<file path="src/rtl/ctimer_pkg.sv">
package ctimer_pkg;

  // Register addresses; the order is the software-visible map.
  localparam logic [2:0] ADDR_STATUS  = 3'd0;
  localparam logic [2:0] ADDR_CONTROL = 3'd1;
  localparam logic [2:0] ADDR_PER_LO  = 3'd2;
  localparam logic [2:0] ADDR_PER_HI  = 3'd3;
  localparam logic [2:0] ADDR_CAP_LO  = 3'd4;
  localparam logic [2:0] ADDR_CAP_HI  = 3'd5;

  // Control-field bit positions.
  localparam int CTL_IRQ_EN = 0;
  localparam int CTL_FREE   = 1;
  localparam int CTL_START  = 2;
  localparam int CTL_STOP   = 3;

  // Strobes from control to datapath.
  typedef struct packed {
    logic dec;
    logic reload;
    logic capture;
    logic loadLo;
    logic loadHi;
  } dpStrobes_t;

endpackage

</file>
<file path="src/rtl/ctimer_ctrl.sv">
module ctimer_ctrl
  import ctimer_pkg::*;
#(
  parameter bit WATCHDOG = 1'b0
) (
  input  logic       clk,
  input  logic       rstN,
  input  logic       wrEn,
  input  logic [2:0] addr,
  input  logic [3:0] ctlBits,
  input  logic       isZero,
  output dpStrobes_t strobes,
  output logic       runFlag,
  output logic       toFlag,
  output logic       irqEn,
  output logic       freeRun,
  output logic       resetReq
);

  logic wrStatus, wrCtrl, wrPer, timeout, runNext;

  always_comb begin
    wrStatus = wrEn && (addr == ADDR_STATUS);
    wrCtrl   = wrEn && (addr == ADDR_CONTROL);
    wrPer    = wrEn && ((addr == ADDR_PER_LO) || (addr == ADDR_PER_HI));
    timeout  = runFlag && isZero;

    strobes.dec     = runFlag && !isZero;
    strobes.reload  = timeout || wrPer;
    strobes.capture = wrEn && ((addr == ADDR_CAP_LO) || (addr == ADDR_CAP_HI));
    strobes.loadLo  = wrEn && (addr == ADDR_PER_LO);
    strobes.loadHi  = wrEn && (addr == ADDR_PER_HI);

    runNext = runFlag;
    if (timeout && !freeRun) runNext = 1'b0;
    if (wrCtrl && ctlBits[CTL_START]) runNext = 1'b1;
    if (wrCtrl && ctlBits[CTL_STOP]) runNext = 1'b0;
    if (wrPer && !WATCHDOG) runNext = 1'b0;
  end

  always_ff @(posedge clk) begin
    if (!rstN) begin
      runFlag  <= 1'b0;
      toFlag   <= 1'b0;
      irqEn    <= 1'b0;
      freeRun  <= 1'b0;
      resetReq <= 1'b0;
    end else begin
      runFlag  <= runNext;
      resetReq <= WATCHDOG && timeout;
      if (timeout) toFlag <= 1'b1;
      else if (wrStatus) toFlag <= 1'b0;
      if (wrCtrl) begin
        irqEn   <= ctlBits[CTL_IRQ_EN];
        freeRun <= ctlBits[CTL_FREE];
      end
    end
  end

endmodule

</file>
<file path="src/rtl/ctimer_datapath.sv">
module ctimer_datapath
  import ctimer_pkg::*;
#(
  parameter int REG_W = 16,
  localparam int CW = 2 * REG_W,
  parameter logic [CW-1:0] RESET_PERIOD = CW'(15)
) (
  input  logic             clk,
  input  logic             rstN,
  input  dpStrobes_t       strobes,
  input  logic [REG_W-1:0] wrData,
  output logic             isZero,
  output logic [CW-1:0]    periodVal,
  output logic [CW-1:0]    countVal,
  output logic [CW-1:0]    snapVal
);

  logic [CW-1:0] periodNext;

  always_comb begin
    periodNext = periodVal;
    if (strobes.loadLo) periodNext[REG_W-1:0] = wrData;
    if (strobes.loadHi) periodNext[CW-1:REG_W] = wrData;
    isZero = (countVal == '0);
  end

  always_ff @(posedge clk) begin
    if (!rstN) begin
      periodVal <= RESET_PERIOD;
      countVal  <= RESET_PERIOD;
      snapVal   <= '0;
    end else begin
      periodVal <= periodNext;
      if (strobes.reload) countVal <= periodNext;
      else if (strobes.dec) countVal <= countVal - 1'b1;
      if (strobes.capture) snapVal <= countVal;
    end
  end

endmodule

</file>
<file path="src/rtl/countdown_timer.sv">
module countdown_timer
  import ctimer_pkg::*;
#(
  parameter int REG_W = 16,
  parameter bit WATCHDOG = 1'b0,
  parameter logic [2*REG_W-1:0] RESET_PERIOD = (2*REG_W)'(15)
) (
  input  logic             clk,
  input  logic             rstN,
  input  logic             wrEn,
  input  logic [2:0]       addr,
  input  logic [REG_W-1:0] wrData,
  output logic [REG_W-1:0] rdData,
  output logic             irq,
  output logic             resetReq
);

  localparam int CW = 2 * REG_W;

  dpStrobes_t    strobes;
  logic          runFlag, toFlag, irqEn, freeRun, isZero;
  logic [CW-1:0] periodVal, countVal, snapVal;

  ctimer_ctrl #(.WATCHDOG(WATCHDOG)) u_ctrl (
    .clk(clk), .rstN(rstN), .wrEn(wrEn), .addr(addr), .ctlBits(wrData[3:0]),
    .isZero(isZero), .strobes(strobes), .runFlag(runFlag), .toFlag(toFlag),
    .irqEn(irqEn), .freeRun(freeRun), .resetReq(resetReq)
  );

  ctimer_datapath #(.REG_W(REG_W), .RESET_PERIOD(RESET_PERIOD)) u_dp (
    .clk(clk), .rstN(rstN), .strobes(strobes), .wrData(wrData),
    .isZero(isZero), .periodVal(periodVal), .countVal(countVal), .snapVal(snapVal)
  );

  always_comb begin
    irq = toFlag && irqEn;
    unique case (addr)
      ADDR_STATUS:  rdData = REG_W'({runFlag, toFlag});
      ADDR_CONTROL: rdData = REG_W'({freeRun, irqEn});
      ADDR_PER_LO:  rdData = periodVal[REG_W-1:0];
      ADDR_PER_HI:  rdData = periodVal[CW-1:REG_W];
      ADDR_CAP_LO:  rdData = snapVal[REG_W-1:0];
      ADDR_CAP_HI:  rdData = snapVal[CW-1:REG_W];
      default:      rdData = '0;
    endcase
  end

endmodule

</file>
<file path="config.mk">
export PLATFORM = sky130hd
export DESIGN_NAME = countdown_timer
export DESIGN_NICKNAME = d
export VERILOG_FILES = /design/src/rtl/ctimer_pkg.sv /design/src/rtl/ctimer_ctrl.sv /design/src/rtl/ctimer_datapath.sv /design/src/rtl/countdown_timer.sv
export SDC_FILE = /design/constraint.sdc
export NUM_CORES = 1
export LEC_CHECK = 0
export ABC_AREA = 0
export BUFFER_PORTS_ARGS = -buffer_cell sky130_fd_sc_hd__buf_2
export CAP_MARGIN = 20
export CORE_MARGIN = 2
export CORE_UTILIZATION = 54
export DETAILED_ROUTE_END_ITERATION = 10
export PLACE_DENSITY = 0.76
export SLEW_MARGIN = 20
export SYNTH_ARGS = -nofsm -noshare
export SYNTH_HDL_FRONTEND = slang
export SYNTH_SLANG_ARGS = --single-unit
</file>
<file path="constraint.sdc">
create_clock -name clk -period 2.15 [get_ports clk]
set_input_delay 0.3225 -clock clk [delete_from_list [all_inputs] [get_ports clk]]
set_output_delay 0.3225 -clock clk [all_outputs]
set_load 0.05 [all_outputs]
</file>
# --- Yosys cells after proc, flatten, opt, wreduce, memory -nomap -nowiden ---
# Cells that the tools add are included.
word_totals:
  inputBits: 22
  regBits: 100
  word_cells: 46
  output_inout_bits: 18
classes:
  eq_ne: 5
  n_reduce_logical: 23
  muxes: 9
  bitwise_logic: 1
  addsub: 1
op_table:
  columns: ["cell", "n"]
  rows:
  - ["16-bit one-hot mux with 6 select lines", 1]
  - ["32-bit two-way mux", 2]
  - ["32-bit zero test", 1]
  - ["16-bit two-way mux", 2]
  - ["32-bit by 1-bit subtractor with 32-bit output, second input constant", 1]
  - ["1-bit logical AND", 12]
  - ["3-bit by 2-bit equality test with 1-bit output, second input constant", 2]
  - ["3-bit equality test, second input constant", 2]
  - ["2-bit nonzero test", 3]
  - ["1-bit two-way mux", 4]
  - ["3-bit by 1-bit equality test with 1-bit output, second input constant", 1]
  - ["3-bit zero test", 1]
  - ["1-bit logical OR", 3]
  - ["3-bit OR reduction", 1]
  - ["1-bit zero test", 2]
  - ["1-bit inverter", 1]

# --- Logic depth before layout (Yosys ltp) ---
logic_depth:
  depth_word: 5
  ltp_mapped: 9
  mapped_depth_nobuf: 8

# --- Hierarchy ---
# A second synthesis with hierarchy kept.
unflattened:
  hier_cells: 545
  area_unflattened_um2: 5144.9
by_module_without_submodules:
  columns: ["mod", "n_inst", "area_each_um2", "cells_per_inst"]
  rows:
  - ["ctimer_datapath", 1, 4357.9, 450]
  - ["countdown_timer", 1, 554.3, 66]
  - ["ctimer_ctrl", 1, 232.7, 29]

# --- Least setup slack after synthesis ---
# OpenSTA, ideal clock, no wires.
synth_path:
  path_kind: "input to output"
  start: "input port addr[0]"
  end: "output port rdData[0]"
  stages: 5
  path_buffers: 3
  arrival_time_ns: 2.215
  path_slack_ns: -0.388
  path_cell_list: "buf_1 -> clkbuf_1 -> buf_2 -> mux2i_1 -> o22ai_1"
synth_via:
  elab_chain_len: 2
  elab_cells_between_ends: 7
synth_rtl:
  columns: ["item", "line_no", "text"]
  rows:
  - ["start, declared", "countdown_timer.sv:11", "input logic [2:0] addr,"]
  - ["3-bit equality test (tied with other cells)", "countdown_timer.sv:37", "unique case (addr)"]
  - ["16-bit one-hot mux with 6 select lines *", "countdown_timer.sv:37", null]
  - ["end, declared", "countdown_timer.sv:13", "output logic [REG_W-1:0] rdData,"]
# Every way passes the cells marked *; elsewhere a longest branch is shown, timed or not.

# --- Final worst setup path ---
layout_path:
  start: "register u_dp.countVal[7]"
  end: "register u_dp.countVal[17]"
layout_via:
  elab_chain_len: 4
  elab_cells_between_ends: 9
layout_rtl:
  columns: ["item", "line_no", "text"]
  rows:
  - ["start, declared", "ctimer_datapath.sv:14", "output logic [CW-1:0] countVal,"]
  - ["start signal, assigned", "ctimer_datapath.sv:34", "if (strobes.reload) countVal <= periodNext;"]
  - ["start signal, assigned", "ctimer_datapath.sv:35", "else if (strobes.dec) countVal <= countVal - 1'b1;"]
  - ["parallel branches: the longest is 4 deep, another holds 32-bit by 1-bit subtractor with 32-bit output", null, null]
# Parallel ways; which one is timed is not known. The select of a mux whose other input is x is not followed.
# A chain may end at the register's enable or synchronous reset.

==> flow_metrics.tcl <==
set metrics [dict create \
    hold_viol 0 \
    finalCritPeriodShare 0.982 \
    rsz0062_at_grt "yes" \
    required_ps 2470 \
    async_flop_share 0 \
    syn2layout_area_growth_pct 30.9 \
    synthDistinctLibCells 69 \
    cts.path.max_buffers 2 \
    cp_max_fo 4 \
    cp.buffers_inverters 2 \
    dr.pass1.iters 5 \
    critPathCaptureType "flop" \
    critical_path_cell_count 8 \
    grt_pass1_vias 5301 \
    dieArea_um2 10400 \
    clk_latency_ps 370 \
    antenna_left 0 \
    grt_overflow 0 \
    total_power_uw 4040 \
    cpLargestDelayFamily "simple AND/OR/NAND/NOR gates" \
    die_x_um 102 \
    cts_tree "done" \
    holdPathStages 3 \
    grt_max_degree 78 \
    wl_per_cell_um 21.0 \
    relSlewSlack 0.616 \
    cp_data_arrival_time_ps 2430 \
    yosysSeqAreaShare 0.387 \
    port_buffers 38 \
    synth-seq-cells 100 \
    antenna_found_initial 0 \
    synth-main-ff-cell "dfxtp_1" \
    fin_skew_ps 11.4 \
    slowest_stage "or4_4" \
    hold_class "input port to flop" \
    io_pins 40 \
    dp_slack_ps -30.8 \
    irDropWorstVdd_v 0.000319 \
    slew_violations 0 \
    yosysWarnings 0 \
    viasPerCell 6.20 \
    critPathKind "flop to flop" \
    coreArea_um2 9280 \
    cts_hold_buf 0 \
    timing.final.ws_setup_ps 38.8 \
    tritoncts.num_buffers 9 \
    dp.cells 879 \
    final_common_cell "nand2_1" \
    period_minus_slack_ps 2110 \
    multiInputGateArea_um2 3210 \
    synth_area_um2 5180 \
    fin_util 0.730 \
    cts_root_buffer "clkbuf_8" \
    synth_area_per_cell_um2 8.03 \
    power_density_nw_per_um2 596 \
    die_h_um 102 \
    drt_wl_total_um 18900 \
    grt_usage 0.368 \
    tns_ps 0 \
    diodes 0 \
    worst_pin_slew_ps 560 \
    path_clk_slew_ps 110 \
    leakage_uw 0.00270 \
    outcome "completed" \
    fmax_mhz 474 \
    path_cells "buf_4, or4_4, nor3_4, buf_6, nand3_2, or3_1, o211ai_2, a22o_1" \
    synth_nets 668 \
    setup_viol 0 \
    htree_num_levels 3 \
    hpwlAfterDp_um 14200 \
    syn_inst 645 \
    synth_edf_count 0 \
    drive_gt1_frac 0.293 \
    rr_worst_depth 8 \
    clock_sinks 100 \
    mostFrequentLayoutCells "nand2_1, buf_4, dfxtp_1, a21oi_1, mux2i_1" \
    grt_pass1_wl_um 28600 \
    num-fill-cells 768 \
    max_stage_delay_ps 460 \
    cap_violations 0 \
    drc 0 \
    drt_iter0_markers 465 \
    startpoint_type "flop" \
    vias 5564 \
    initial_core_util 0.558 \
    final_net_count 787 \
    num_rows 35 \
    final_cell_count_no_fill 898 \
    seq_area_um2 2000 \
    routabilityCongestion 0.965 \
]
state kept, by name (all words and copies together) (netlist names):
| register | cells |
|---|---|
| u_ctrl.runFlag | 1 |
| u_ctrl.irqEn | 1 |
| u_dp.snapVal | 32 |
| u_ctrl.freeRun | 1 |
| u_dp.periodVal | 32 |
| u_dp.countVal | 32 |
| u_ctrl.toFlag | 1 |
worst paths after layout:
check	from	to	slack (ps)
worst min-delay path	wrData[9]	u_dp.periodVal[9]	220
worst max register to register	u_dp.countVal[7]	u_dp.countVal[17]	40
worst max-delay path	u_dp.countVal[7]	u_dp.countVal[17]	40
worst min register to register	u_dp.snapVal[22]	u_dp.snapVal[22]	460
layer usage:
metal / up-vias / wire [um] / track usage
met3: 53 / 1700 / 0.0677
met4: 0 / 591 / 0.122
li1: 2548 / - / -
met1: 2679 / 8040 / 0.504
met5: - / 0 / 0
met2: 284 / 8540 / 0.590
through the flow:
| stage | instance area [um^2] | hold slack (ps) |
|---|---|---|
| floorplan | 5360 | 432 |
| global placement | 6430 | 441 |
| detailed placement | 6430 | 448 |
| CTS | 6670 | 204 |
| global route | 6780 | 217 |
| finish | 6780 | 218 |
layout make-up:
cell class / count / share of cell area
clock buffer: 9 / 0.0183
clock inverter: 7 / 0.0120
sequential: 100 / 0.296
multi-input combinational: 492 / 0.474
tap: 129 / 0.0238
timing repair buffer: 154 / 0.173
inverter: 7 / 0.00388
synthesized netlist by cell type, types with 2 or more instances:
library cell,instances,share of area
o211ai_1,7,0.010
o31ai_1,4,0.0058
nand2_1,135,0.098
or4_4,2,0.0044
nand2b_1,5,0.0060
a31oi_1,8,0.0097
o21ai_0,9,0.0087
and3_1,6,0.0073
a21o_1,2,0.0029
nor4_2,2,0.0048
mux2_2,5,0.011
o311ai_0,2,0.0034
and2_1,4,0.0048
a21oi_1,69,0.067
or3_1,4,0.0048
nor3_4,2,0.0063
inv_1,7,0.0051
a211o_1,4,0.0068
nor3_1,20,0.019
o31a_1,2,0.0034
clkbuf_1,32,0.023
xnor2_1,4,0.0068
dfxtp_1,100,0.39
nor4_1,6,0.0073
nand3b_1,4,0.0058
a22oi_1,2,0.0029
nand4_1,7,0.0085
or4_1,3,0.0044
nor3b_1,2,0.0029
o22ai_1,18,0.022
a221oi_1,3,0.0051
buf_2,8,0.0077
mux2i_1,53,0.10
o21ai_1,2,0.0019
buf_6,4,0.0087
nand3_2,2,0.0039
a22o_1,2,0.0034
nand3_1,17,0.016
nor2_1,47,0.034
worst register-to-register path: cells and delay by family, from the launching register on:
family,cells,cell delay (ps)
simple gates,4,1120
flops,1,350
compound gates,2,310
buf+inv,2,280
logic make-up after synthesis:
kind of cell,count (synthesis),share of synthesized area
AO/OA/AOI/OAI,149,0.179
XOR/XNOR,5,0.00846
adder cells (fa/ha/maj),1,0.00242
buffers and inverters,53,0.0469
flip-flops,100,0.387
multiplexers,60,0.120
other,1,0.000724
AND/OR/NAND/NOR,276,0.256
timing repair:
action,CTS,global route
endpoints found under the hold margin,0,0
endpoints found under the setup margin,3,26
resized for setup,8,21
setup buffers,1,3
pin swaps,4,4
power breakdown:
| group | total, uW | switching [uW] | internal [uW] |
|---|---|---|---|
| combinational | 811 | 472 | 339 |
| sequential | 1940 | 35.0 | 1900 |
| clock | 1290 | 734 | 556 |
(Power assumes the default switching activity.)
